**src/rtl/sreg_pkg.sv**
```systemverilog
package sreg_pkg;

    localparam int REG_W   = 8;
    localparam int ARITH_W = 5;

    // Mask/result bit positions inside the ALU vectors
    localparam int A_H = 4;
    localparam int A_V = 3;
    localparam int A_N = 2;
    localparam int A_Z = 1;
    localparam int A_C = 0;

    typedef struct packed {
        logic i;
        logic t;
        logic h;
        logic s;
        logic v;
        logic n;
        logic z;
        logic c;
    } sreg_t;

endpackage

```
**src/rtl/flag_arith_merge.sv**
```systemverilog
module flag_arith_merge
    import sreg_pkg::*;
(
    input  sreg_t              cur,
    input  logic               alu_we,
    input  logic [ARITH_W-1:0] alu_mask,
    input  logic [ARITH_W-1:0] alu_flags,
    input  logic               bst_en,
    input  logic               bst_bit,
    output sreg_t              nxt
);

    logic [ARITH_W-1:0] cur_ar;
    logic [ARITH_W-1:0] new_ar;

    assign cur_ar = {cur.h, cur.v, cur.n, cur.z, cur.c};

    // One merge mux per maskable flag
    for (genvar k = 0; k < ARITH_W; k++) begin : g_mrg
        assign new_ar[k] = (alu_we && alu_mask[k]) ? alu_flags[k] : cur_ar[k];
    end

    always_comb begin
        nxt   = cur;
        nxt.h = new_ar[A_H];
        nxt.v = new_ar[A_V];
        nxt.n = new_ar[A_N];
        nxt.z = new_ar[A_Z];
        nxt.c = new_ar[A_C];
        nxt.t = bst_en ? bst_bit : cur.t;
        nxt.s = new_ar[A_N] ^ new_ar[A_V];
    end

endmodule

```
**src/rtl/gie_next.sv**
```systemverilog
module gie_next (
    input  logic cur_i,
    input  logic irq_take,
    input  logic gie_clr,
    input  logic gie_set,
    input  logic irq_ret,
    output logic nxt_i
);

    always_comb begin
        if (irq_take)
            nxt_i = 1'b0;
        else if (gie_clr)
            nxt_i = 1'b0;
        else if (gie_set || irq_ret)
            nxt_i = 1'b1;
        else
            nxt_i = cur_i;
    end

endmodule

```
**src/rtl/status_flags_reg.sv**
```systemverilog
module status_flags_reg
    import sreg_pkg::*;
(
    input  logic               clk,
    input  logic               rst_n,
    input  logic               alu_we,
    input  logic [ARITH_W-1:0] alu_mask,
    input  logic [ARITH_W-1:0] alu_flags,
    input  logic               gie_set,
    input  logic               gie_clr,
    input  logic               irq_take,
    input  logic               irq_ret,
    input  logic               bst_en,
    input  logic               bst_bit,
    input  logic               sw_we,
    input  logic [REG_W-1:0]   sw_wdata,
    input  logic               irq_pend,
    output logic [REG_W-1:0]   rd_data,
    output logic               flag_i,
    output logic               flag_t,
    output logic               flag_h,
    output logic               flag_s,
    output logic               flag_v,
    output logic               flag_n,
    output logic               flag_z,
    output logic               flag_c,
    output logic               gie_out,
    output logic               irq_fwd
);

    sreg_t state_d, state_q;
    sreg_t merged;
    sreg_t sw_word;
    logic  i_nxt;

    flag_arith_merge u_merge (
        .cur       (state_q),
        .alu_we    (alu_we),
        .alu_mask  (alu_mask),
        .alu_flags (alu_flags),
        .bst_en    (bst_en),
        .bst_bit   (bst_bit),
        .nxt       (merged)
    );

    gie_next u_gie (
        .cur_i    (state_q.i),
        .irq_take (irq_take),
        .gie_clr  (gie_clr),
        .gie_set  (gie_set),
        .irq_ret  (irq_ret),
        .nxt_i    (i_nxt)
    );

    always_comb begin
        sw_word   = sreg_t'(sw_wdata);
        sw_word.s = sw_word.n ^ sw_word.v;
        state_d   = merged;
        state_d.i = i_nxt;
        if (sw_we)
            state_d = sw_word;
    end

    always_ff @(posedge clk) begin
        if (!rst_n)
            state_q <= '0;
        else
            state_q <= state_d;
    end

    assign rd_data = state_q;
    assign flag_i  = state_q.i;
    assign flag_t  = state_q.t;
    assign flag_h  = state_q.h;
    assign flag_s  = state_q.s;
    assign flag_v  = state_q.v;
    assign flag_n  = state_q.n;
    assign flag_z  = state_q.z;
    assign flag_c  = state_q.c;
    assign gie_out = state_q.i;
    assign irq_fwd = irq_pend & state_q.i;

    AST_SIGN_CONSISTENT: assert property (@(posedge clk) disable iff (!rst_n)
        rd_data[4] == (rd_data[3] ^ rd_data[2]));

    AST_TAKE_CLEARS: assert property (@(posedge clk) disable iff (!rst_n)
        (irq_take && !sw_we) |=> !gie_out);

    AST_RET_SETS: assert property (@(posedge clk) disable iff (!rst_n)
        (irq_ret && !irq_take && !gie_clr && !sw_we) |=> gie_out);

    AST_BYTE_WRITE: assert property (@(posedge clk) disable iff (!rst_n)
        sw_we |=> (rd_data[7:5] == $past(sw_wdata[7:5])) && (rd_data[3:0] == $past(sw_wdata[3:0])));

    AST_NO_FWD_WHEN_OFF: assert property (@(posedge clk) disable iff (!rst_n)
        !gie_out |-> !irq_fwd);

    AST_FLAGS_HOLD: assert property (@(posedge clk) disable iff (!rst_n)
        (!sw_we && !alu_we) |=> ({rd_data[5], rd_data[3:0]} == $past({rd_data[5], rd_data[3:0]})));

endmodule

```
**config.mk**
```make
export PLATFORM = sky130hd
export DESIGN_NAME = status_flags_reg
export DESIGN_NICKNAME = d
export VERILOG_FILES = /design/src/rtl/sreg_pkg.sv /design/src/rtl/flag_arith_merge.sv /design/src/rtl/gie_next.sv /design/src/rtl/status_flags_reg.sv
export SDC_FILE = /design/constraint.sdc
export NUM_CORES = 1
export LEC_CHECK = 0
export BUFFER_PORTS_ARGS = -buffer_cell sky130_fd_sc_hd__buf_2
export CORE_MARGIN = 2
export CORE_UTILIZATION = 36
export CTS_CLUSTER_SIZE = 10
export DETAILED_ROUTE_END_ITERATION = 8
export GPL_ROUTABILITY_DRIVEN = 0
export GPL_TIMING_DRIVEN = 0
export PLACE_DENSITY_LB_ADDON = 0.3
export SLEW_MARGIN = 40
export SYNTH_ARGS = -nofsm -noshare
export SYNTH_HDL_FRONTEND = slang
export SYNTH_SLANG_ARGS = --single-unit
```
**constraint.sdc**
```tcl
create_clock -name clk -period 2.28 [get_ports clk]
set_clock_uncertainty 0.2 [all_clocks]
set_input_delay 0.114 -clock clk [delete_from_list [all_inputs] [get_ports clk]]
set_output_delay 0.114 -clock clk [all_outputs]
set_load 0.005 [all_outputs]
```
* Word level (Yosys, flattened, before mapping)
Cells that the tools add are included.
** Storage, ports and cells
- Output and inout port bits :: 18
- Input port bits :: 29
- Register bits after elaboration :: 8
- Word-level logic and storage cells :: 32
** Cells by class
- Multiplexer cells :: 10
- Bitwise gates (word level) :: 3
- Reduce and logical (&&, ||, !) cells :: 11
** Operators with widths (count)
- $mux 1 :: 9
- $mux 8 :: 1
- $reduce_bool 2->1 :: 4
- $logic_and 1x1->1 :: 5
- $reduce_bool 4->1 :: 1
- $xor 1x1->1 :: 2
- $and 1x1->1 :: 1
- $logic_or 1x1->1 :: 1

* Longest topological paths before layout
- Depth in word-level cells :: 5
- Depth in mapped cells :: 4
- Gate-level depth less buffers :: 3

* Cells and area by module
Synthesis repeated with hierarchy kept, for this count alone.
** Unflattened totals
- Cell total of the unflattened synthesis :: 51
- Area, all modules :: 498.0 um^2
** Modules (own cells, without submodules)
- status_flags_reg :: area each 377.9 um^2, seq. area each 160.2 um^2, cells an instance 36, times used 1
- flag_arith_merge :: area each 110.1 um^2, seq. area each 0.0 um^2, cells an instance 13, times used 1
- gie_next :: area each 10.0 um^2, seq. area each 0.0 um^2, cells an instance 2, times used 1

* Worst setup path before layout
No wires, ideal clock.
- Path type :: flip-flop to flip-flop
- Start point :: reg state_q, in the netlist flag_n
- End point :: reg state_q, in the netlist flag_s
- Setup slack :: 1.033 ns
- Data required time :: 2.006 ns
- Library setup time :: 0.074 ns
- Path buffers :: 0
- Clock period less this slack :: 1.247 ns
- Arrival :: 0.973 ns
- Cell stages (with the launch flop) :: 4
- Path through :: dfxtp_1 -> a21bo_1 -> a211o_1 -> a31oi_1
** Between the ends
- Word-level cells in the longest chain between the ends :: 3
** Ends and longest elaborated chain
- start, declared :: RTL line status_flags_reg.sv:31 : sreg_t state_d, state_q;
- start signal, assigned :: RTL line status_flags_reg.sv:68 : state_q <= state_d;
- $mux 1 :: RTL line flag_arith_merge.sv:20 : assign new_ar[k] = (alu_we && alu_mask[k]) ? alu_flags[k] : cur_ar[k];
- $xor 1x1->1 :: RTL line flag_arith_merge.sv:31 : nxt.s = new_ar[A_N] ^ new_ar[A_V];
- $mux 8 :: RTL line status_flags_reg.sv:60 : if (sw_we)
No other way between the ends.
A chain may end at the register's enable or synchronous reset.

* Worst setup path after layout
- Start point :: in alu_flags[1]
- End point :: reg state_q, in the netlist flag_z
** Between the ends
- Word-level cells in the longest chain between the ends :: 2
** Ends and longest elaborated chain
- start, declared :: RTL line status_flags_reg.sv:8 : input logic [ARITH_W-1:0] alu_flags,
- $mux 1 :: RTL line flag_arith_merge.sv:20
- $mux 8 :: RTL line status_flags_reg.sv:60
No other way between the ends. The select of a mux whose other input is x is not followed.

==> results.md <==
* CTS Hold Bufs at 16
* Synth cell types at 23
* P_int at 0.289 mW
* Synth Flop Type: dfxtp_1
* Leakage at 0.491 nW
* Number of max-cap violations at 0
* Register area share after synthesis at 0.340
* First-pass GRT wire length at 2210 um
* Worst path max stage delay at 0.59 ns
* First-pass DRT Iterations at 2
* Detailed Route WL at 1510 um
* Worst path cell trace: dlygate4sd3_1 > buf_2 > nand3_1 > dlygate4sd3_1 > a311oi_1 > dlygate4sd3_1
* Fin crit share at 0.978
* CTS tree: done
* Initial antenna violation count at 0
* Fmax at 448 MHz
* Diode count at 0
* Total CTS buffers at 3
* Root Driver: clkbuf_4
* CP required at 2.28 ns
* Setup TNS at 0 ns
* Psw at 0.100 mW
* RSZ-0062 raised after global routing: no
* Post-synth EDFFs at 0
* Post-CTS sizing at 0
* Setup Fix Bufs, Post-CTS at 0
* H-tree levels at 1
* Final worst setup slack at 0.0492 ns
* DR WL/cell at 11.1 um
* Starting Density at 0.376
* DIE WIDTH at 40.2 um
* DRT iter0 DRCs at 5
* Die area at 1610 sq um
* Post-Syn Nets at 87
* Avg Inst Size Synth at 8.11 sq um
* Switching share of power at 0.258
* Crit start category: input port
* Largest area contributor in the netlist: dfxtp_1
* Post-synth ARST share at 0
* Largest family of logic cells by synthesized area: compound AO/OA/AOI/OAI gates
* Grt ovf at 0
* DRC Markers at 0
* Worst slew pin tran at 0.312 ns
* Post-synth top area share at 0.340
* Post-synthesis register bit count at 8
* Worst setup EP type: flop
* Post-synthesis xor/xnor area fraction at 0.0186
* Synth warnings at 0
* Clock latency on the worst-skew pair at 0.25 ns
* Clock sinks at 8
* Clock input transition at the sequential cells of the worst setup and hold paths at 0.05 ns
* Vias in the first global route at 597
* Die height at 40.2 um
* Top cells by count, synth: buf_4, nand2_1, dfxtp_1
* Sequential share of power at 0.404
* Place WS at 1.00 ns
* Critical path class: in -> reg
* Largest cells by area after synthesis: dfxtp_1, buf_4, a311oi_1, nand2_1, nand3_1
* Core area at 1250 sq um
* Top Ports at 47
* Antenna viol nets, final at 0
* Status: complete, no violations
* Routed vias/inst at 4.68
* Setup violations, final at 0
* PortBufs at 44
* P per Cell Area at 437 nW/um^2
* Row count at 13
* WP data arrival at 2.23 ns
* Share of layout cells above drive strength 1 at 0.488
* Multiplexer area fraction after synthesis at 0.0213
* Final Hold Viols at 0
* Post-Synth Simple-Gate Area at 0.202
* Crit path max fanout at 1
* Comb power frac at 0.315
* Worst path slowest cell: dlygate4sd3_1
* Slew Limit Fails at 0
* Synth Area in Adders at 0
* DP HPWL at 1020 um
* Nets at 152
* CTS max path bufs at 2
* Clk network pwr share at 0.281
* # fillers at 115
* Pin count of the biggest net entering global routing at 11
* Most frequent CP cell: dlygate4sd3_1
* Vias at 637
* Worst slew margin at 0.790
* Crit path time final at 2.23 ns
* Global-route usage over all layers at 0.216
* Post-Syn Instances at 58
* Mapped Area at 470 sq um
* Worst hold path class: in -> reg
* Area Growth Syn to Fin at 89.6%
* Compound-Gate Fraction of Synth Area at 0.223
* VDD IR max at 0.000283 V
state kept, by name, indices dropped and copies added, names as in the netlist:
signal  cells
flag_z      1
flag_t      1
flag_h      1
flag_v      1
flag_i      1
flag_n      1
flag_s      1
flag_c      1
cells in the final DEF (no fill, tap or decap), drive strengths merged:
master,n
a311oi,4
a21oi,2
nand2,9
o211a,1
nand3,4
a21bo,1
a211o,1
dfxtp,8
or4,1
nor2,4
xor2,1
mux2i,1
o211ai,1
inv,2
o21ai,2
a31oi,1
dlygate4sd3,16
and3,1
and2,1
nor3,1
buf,55
clkbuf,3
a21boi,1
cell type report:
| cell class | instances | area [sq um] | share of cell area |
|---|---|---|---|
| Timing Repair Buffer | 60 | 380 | 0.426 |
| Multi-Input combinational cell | 37 | 219 | 0.245 |
| Sequential cell | 8 | 160 | 0.180 |
| Buffer | 11 | 83.8 | 0.0940 |
| Clock buffer | 3 | 22.5 | 0.0252 |
| Tap cell | 15 | 18.8 | 0.0210 |
| Inverter | 2 | 7.51 | 0.00842 |
critical path, delay by kind of cell:
family                 cells  cell delay [ns]
buffers and inverters      4             1.77
AOI/OAI and AO/OA          1             0.28
and+or+nand+nor            1             0.06
power by group through the flow:
stage                     Sequential, mW  Clock [mW]  Combinational (mW)
after floorplan                    0.161           0              0.0474
after global placement             0.160           0              0.0960
after detailed placement           0.160           0              0.0989
after CTS                          0.157       0.113               0.122
after global routing               0.159       0.121               0.136
final                              0.157       0.109               0.123
metrics by stage:
step	std cells	util	hold WS, ns	power [mW]	area, sq um
6_report	136	0.712	0.0165	0.390	892
5_1_grt	136	0.712	0.0475	0.415	892
4_1_cts	136	0.712	0.0173	0.392	892
3_5_place_dp	117	0.566	0.165	0.259	709
3_3_place_gp	117	0.566	0.141	0.256	709
2_1_floorplan	58	-	0.0474	0.208	470
layer usage:
metal,wire length [um],GRT usage,up-vias
met5,0,0,-
met4,10,0.103,0
met3,128,0.0833,2
met2,812,0.403,30
met1,562,0.200,282
li1,-,-,323
final timing paths:
| check | from | end | slack (ns) | cells past startpoint |
|---|---|---|---|---|
| worst max-delay path | alu_flags[1] | flag_z | 0.05 | 6 |
| worst min-delay path | alu_flags[2] | flag_n | 0.02 | 3 |
| worst max register to register | flag_i | flag_i | 0.43 | 4 |
| worst min register to register | flag_n | flag_n | 0.48 | 2 |
cell families after synthesis:
| logic type | count (synthesis) |
|---|---|
| simple gates | 21 |
| compound gates | 14 |
| buf+inv | 13 |
| flops | 8 |
| xor+xnor | 1 |
| mux | 1 |
Power figures use the tool's default switching activity.
